### src/rtl/glyph_expand.sv
module glyph_expand #(
  parameter int PITCH = 64,
  parameter int AW    = 16,
  parameter int XW    = 16
) (
  input  logic          clk,
  input  logic          rst_n,
  input  logic          wr_valid,
  output logic          wr_ready,
  input  logic [3:0]    wr_sel,
  input  logic [31:0]   wr_data,
  output logic [31:0]   status,
  output logic          mem_we,
  output logic [AW-1:0] mem_addr,
  input  logic [7:0]    mem_rdata,
  output logic [7:0]    mem_wdata
);
  localparam int WORD = 32;
  localparam int CW   = $clog2(WORD) + 1;

  logic [7:0]    fg, bg, pmask;
  logic [XW-1:0] inc_x, inc_y, row, col0, col1, cur_x;
  logic [31:0]   bits;
  logic [CW-1:0] left;
  logic          busy;

  logic [XW:0]   span;
  logic [CW-1:0] npix;
  logic          accept;
  logic [31:0]   addr_full;
  logic [7:0]    colour;

  assign accept   = wr_valid && !busy;
  assign wr_ready = !busy;
  assign status   = {3'b000, busy, 28'd0};
  assign span     = {1'b0, col1} - {1'b0, col0} + 1'b1;
  assign npix     = (col1 < col0) ? '0 :
                    (span > (XW+1)'(WORD)) ? CW'(WORD) : CW'(span);

  assign colour    = bits[31] ? fg : bg;
  assign addr_full = 32'(row) * 32'(PITCH) + 32'(cur_x);
  assign mem_addr  = addr_full[AW-1:0];
  assign mem_we    = busy;
  assign mem_wdata = (mem_rdata & ~pmask) | (colour & pmask);

  always_ff @(posedge clk or negedge rst_n) begin
    if (!rst_n) begin
      fg <= '0; bg <= '0; pmask <= '0;
      inc_x <= '0; inc_y <= '0; row <= '0; col0 <= '0; col1 <= '0;
      cur_x <= '0; bits <= '0; left <= '0; busy <= 1'b0;
    end else if (accept) begin
      case (wr_sel)
        4'd0: fg    <= wr_data[7:0];
        4'd1: bg    <= wr_data[7:0];
        4'd2: pmask <= wr_data[7:0];
        4'd3: inc_x <= wr_data[XW-1:0];
        4'd4: inc_y <= wr_data[XW-1:0];
        4'd5: row   <= wr_data[XW-1:0];
        4'd6: col0  <= wr_data[XW-1:0];
        4'd7: col1  <= wr_data[XW-1:0];
        4'd8: begin
          if (npix == '0) begin
            col0 <= col0 + inc_x;
            row  <= row + inc_y;
          end else begin
            busy  <= 1'b1;
            bits  <= wr_data;
            left  <= npix;
            cur_x <= col0;
          end
        end
        default: ;
      endcase
    end else if (busy) begin
      bits  <= bits << 1;
      cur_x <= cur_x + 1'b1;
      left  <= left - 1'b1;
      if (left == CW'(1)) begin
        busy <= 1'b0;
        col0 <= col0 + inc_x;
        row  <= row + inc_y;
      end
    end
  end

  logic [CW:0] run_len;
  always_ff @(posedge clk or negedge rst_n)
    if (!rst_n) run_len <= '0;
    else        run_len <= mem_we ? run_len + 1'b1 : '0;

  p_idle_reset_r1: assert property (@(posedge clk) !rst_n |-> !mem_we);
  p_colour_r3: assert property (@(posedge clk) disable iff (!rst_n)
    mem_we |-> ((mem_wdata & pmask) == (fg & pmask)) || ((mem_wdata & pmask) == (bg & pmask)));
  p_merge_r4: assert property (@(posedge clk) disable iff (!rst_n)
    mem_we |-> ((mem_wdata ^ mem_rdata) & ~pmask) == 8'd0);
  p_max_run_r6: assert property (@(posedge clk) disable iff (!rst_n)
    run_len <= (CW+1)'(WORD));
  p_reversed_r8: assert property (@(posedge clk) disable iff (!rst_n)
    (accept && wr_sel == 4'd8 && col1 < col0) |=> !mem_we && wr_ready);
  p_start_r9: assert property (@(posedge clk) disable iff (!rst_n)
    $rose(busy) |-> $past(wr_valid && wr_sel == 4'd8));
  p_step_r10: assert property (@(posedge clk) disable iff (!rst_n)
    (mem_we && $past(mem_we)) |-> mem_addr == $past(mem_addr) + 1'b1);
endmodule

### config.mk
export PLATFORM = sky130hd
export DESIGN_NAME = glyph_expand
export DESIGN_NICKNAME = d
export VERILOG_FILES = /design/src/rtl/glyph_expand.sv
export SDC_FILE = /design/constraint.sdc
export NUM_CORES = 1
export LEC_CHECK = 0
export BUFFER_PORTS_ARGS = -buffer_cell sky130_fd_sc_hd__buf_2
export CAP_MARGIN = 10
export CELL_PAD_IN_SITES_DETAIL_PLACEMENT = 1
export CELL_PAD_IN_SITES_GLOBAL_PLACEMENT = 1
export CORE_MARGIN = 1.5
export CORE_UTILIZATION = 50
export DETAILED_ROUTE_END_ITERATION = 16
export GPL_ROUTABILITY_DRIVEN = 0
export MAX_ROUTING_LAYER = met4
export PLACE_DENSITY_LB_ADDON = 0.1
export SLEW_MARGIN = 20
export SYNTH_ARGS = -nofsm -noshare
export SYNTH_HDL_FRONTEND = slang
export SYNTH_SLANG_ARGS = --single-unit
### constraint.sdc
create_clock -name clk -period 11.09 [get_ports clk]
set_clock_uncertainty 0.1 [all_clocks]
set_input_delay 3.327 -clock clk [delete_from_list [all_inputs] [get_ports clk]]
set_output_delay 3.327 -clock clk [all_outputs]
set_load 0.01 [all_outputs]
Yosys cells after proc, flatten, opt, wreduce, memory -nomap -nowiden:

Cells that the tools add are included.

* bits in registers: 159
* input bits: 47
* output and inout port bits: 58
* word-level logic and storage cells: 85

* add/sub/neg operators: 7
* magnitude comparators: 2
* equal/unequal tests: 14
* mux-type cells: 30
* bitwise gates (word level): 4
* reduce and logical (&&, ||, !) cells: 16

Operators with widths (count)
* 16-bit 2-to-1 mux: 12
* 32-bit 2-to-1 mux: 4
* 16-bit case mux with 2 select lines: 2
* 16-bit adder: 3
* 6-bit 2-to-1 mux: 6
* 17-bit by 1-bit adder with 17-bit output, second input constant: 1
* 17-bit by 6-bit greater-than comparator with 1-bit output, second input constant: 1
* 16-bit by 16-bit subtractor with 17-bit output: 1
* 16-bit by 1-bit adder with 16-bit output, second input constant: 1
* 8-bit bitwise AND: 2
* 4-bit by 3-bit == test with 1-bit output, second input constant: 4
* 16-bit < comparator: 1
* 2-bit AND reduction: 7
* 4-bit by 2-bit == test with 1-bit output, second input constant: 2
* 8-bit 2-to-1 mux: 1
* 8-bit NOT: 1
* 8-bit OR: 1
* 4-bit AND reduction: 2
* 6-bit by 1-bit == test with 1-bit output, second input constant: 1
* 6-bit zero test: 1
* 3-bit by 1-bit != test with 1-bit output, second input constant: 2
* 6-bit by 1-bit subtractor with 6-bit output, second input constant: 1
* 1-bit 2-to-1 mux: 5
* 4-bit by 1-bit == test with 1-bit output, second input constant: 1
* other kinds (9): 10

Depth between registers and ports, before layout:

* depth after elaboration: 9
* gate-level depth with buffers: 18
* gate-level depth less buffers: 15

Least setup slack after synthesis:

No wires, ideal clock.

* kind: input to output
* from: input port mem_rdata[0]
* to: output port mem_wdata[0]
* data arrival time: 3555 ps
* slack: 4108 ps
* stages: 2
* buffers on the path: 0
* cells stage by stage: nor2_1 -> a21oi_1

* word-level cells in the longest chain between the ends: 2

Ends and longest elaborated chain
* start, declared: line 15 `input logic [7:0] mem_rdata,`
* 8-bit bitwise AND: line 44 `assign mem_wdata = (mem_rdata & ~pmask) | (colour & pmask);`
* 8-bit OR: line 44
* end, declared: line 16 `output logic [7:0] mem_wdata`

No other way between the ends.

Final worst setup path:

* from: input port mem_rdata[1]
* to: output port mem_wdata[1]

The elaborated chain is that of the path after synthesis.

==> impl_results.md <==
- P&R area growth vs syn: 10.19%
- WHS: about 0.38 ns
- PwrDens: 242.0 nW/um^2
- Fmax: between 100 and 150 MHz
- Reg2reg path depth: 14
- Die Width: about 140 um
- Min-Delay Path Class: register to register
- Final ANT Viol Nets: 0
- Post-DP Area: 10,150 um^2
- Synth Warn #: 0
- Layout filler cell count: ~2,200
- Post-synth top area cell: dfrtp_1
- Placed instance count: between 1,000 and 1,500
- Worst Slack Setup Final: a little under 4 ns
- Clock sinks: about 150
- Critical Path AT: 3.73 ns
- Hold path cells: 2
- Max VDD drop: 0.1257 mV
- Crit share post-route: approximately 65%
- Post-route cell area: ~11,000 um^2
- Grt total ovfl: 0
- RSZ-0062 raised after global routing: false
- R2r endpoint: row[8]$_DFFE_PN0P_
- Post CTS Setup Buffer Count: 0
- Hold Buf Count CTS: 0
- Commonest non-fill, non-tap cell in the layout: dfrtp_1
- Routed Wire Length: about 25,000 um
- Hpwl dp: between 15,000 and 20,000 um
- Commonest non-fill, non-tap cells in the layout: 147 x dfrtp_1, 102 x nand2_1, 79 x o21ai_0, 72 x buf_2, 69 x ha_1
- IO Pins: about 110
- Initial DRC Count: about 350
- Initial antenna violation count: 0
- CP Data Required Time: approximately 7.7 ns
- CP startpoint kind: primary input
- Total CTS buffers: 17
- CTS clk-pin slew, worst paths: about 0.060 ns
- Tmin final: approximately 7.2 ns
- Critical Path End Type: output pin
- Synth cell types: between 60 and 70
- Cell repeated most along the worst path: buf_2
- Register-to-Register Setup Slack: ~6 ns
- CP peak stage delay: between 0.1 and 0.15 ns
- Crit Path Class: primary input to output pin
- Reg-to-Reg Start: col0[1]$_DFFE_PN0P_
- Wire per inst: around 19 um
- First-pass GRT wire length: slightly above 40,000 um
- Via count: ~7,400
- Antenna Diode Count: 0
- Initial core utilization: 51.54%
- Cell area after synthesis: a little under 10,000 um^2
- Hold Startpoint: bits[17]$_DFFE_PN0P_
- I/O Buffers: 73
- Final hold vios: 0
- Sequential area share after synthesis: 37.77%
- Synth top area cells: dfrtp_1 38%, ha_1 8.9%, mux2_2 7.5%
- Top delay family on crit path: buffers and inverters
- CTS max path bufs: 2
- Post-route setup TNS: 0 ns
- Vias in the first global route: around 7,800
- Max Cap Viol: 0
- Final setup viols: 0
- Area of the multi-input gates: approximately 5500 um^2
- EDFF count, synth: 0
- Die footprint: between 20,000 and 25,000 um^2
- Core Footprint: 18,890 um^2
- CTS root buffer: clkbuf_16
- Non-filler cells, final: approximately 1,300
- Crit path from: mem_rdata[1]
- Gate Count Post-Synth: about 1,000
- GR Util All Layers: between 20% and 30%
- Worst Hold End: bits[17]$_DFFE_PN0P_
- Dpl ws: 3.928 ns
- Outcome: finished, final reports clean
- Leak: approximately 5.3 nW
- Die outline height: 142.6 um
- Clock Latency Late Sink: between 0.4 and 0.5 ns
- Post-cts resize count: 0
- Pin count of the biggest net entering global routing: 76
- Layout cells sized above 1: 17.68%
- Vias per cell: approximately 5.6
- Htree depth: 4
- Tot Pwr: 2.597 mW
- Cell chain of the critical path: buf_2, nor2_1, a21oi_1, buf_2
- Post-layout util: 56.79%
- FF/Latch Area: about 3700 um^2
- Ys async rst share: between 90% and 100%
- DRC viols: 0
- FF+latch count, synth: between 100 and 150
- Max Slew Vio Count: 0
- Drt first pass iters: 4
- WP buf/inv: 2
- Mapped Avg Cell Area: around 10 um^2
- Worst-path maximum fanout: 1
- Slowest CP cell: buf_2
- Nets: 1,183
- Num rows: 50
- Slew of the pin with the lowest slew margin: about 0.95 ns
- CTS tree: yes
- Post-synth top flop: dfrtp_1
- Max transition margin: approximately 36%
- Yosys top cell area share: a little under two fifths
area by class of cell:
cell class | count | area share, %
clock buffer | 17 | 3.965
clock inverter | 15 | 1.446
inverter | 57 | 1.994
multi-input combinational | 754 | 51.40
sequential | 147 | 34.28
tap | 260 | 3.032
timing repair buffer | 79 | 3.883
tightest hold or removal path, delay by kind of cell, from the launching register on:
kind	cells	cell delay (ns)
DFF	1	0.35
AOI/OAI and AO/OA	1	0.06
and+or+nand+nor	1	0.05
synthesized netlist by cell type (all sizes together) (7+ instances only):
master / count
nand4: 10
nor2b: 8
o21bai: 7
o21ai: 89
ha: 69
a21oi: 62
inv: 56
mux2: 65
xor2: 15
buf: 49
nor3: 12
clkbuf: 26
nand2: 103
nand3: 14
xnor2: 31
nor2: 46
mux2i: 61
dfrtp: 147
nand2b: 12
a211oi: 8
fa: 11
a21o: 18
metal layers:
layer	vias to the layer above	GRT usage (%)	routed length (um)
li1	3573	-	-
met1	3713	36.38	12180
met2	92	43.51	12020
met3	21	3.499	530
met4	0	6.728	352
met5	-	-	0
sequential cells by signal, indices dropped and copies added (netlist names):
signal  count
bits       32
col0       16
col1       16
cur_x      16
inc_x      16
inc_y      10
row        10
bg          8
fg          8
pmask       8
left        6
mem_we      1
power by group:
part	total, mW	internal, mW	switching [mW]
combinational	1.21	0.521	0.685
clock	0.578	0.332	0.246
sequential	0.812	0.671	0.141
total	2.60	1.52	1.07
cells by family after synthesis:
family | share of synthesized area, %
DFF | 37.77
adders and majority gates | 11.13
and+or+nand+nor | 11.96
buffers and inverters | 6.925
xor gates and xnor gates | 4.137
AOI/OAI and AO/OA | 14.25
muxes | 13.79
other | 0.03851
worst max-delay path by stage:
stage | endpoint | slack [ns] | cells past startpoint
after floorplan | mem_wdata[0] | 4.11 | 2
after global placement | mem_wdata[5] | 3.98 | 4
after detailed placement | mem_wdata[1] | 3.93 | 4
after CTS | mem_wdata[1] | 3.93 | 4
after global routing | mem_wdata[1] | 3.90 | 4
final | mem_wdata[1] | 3.93 | 4
Note: power is estimated with default switching activity, not from simulation.
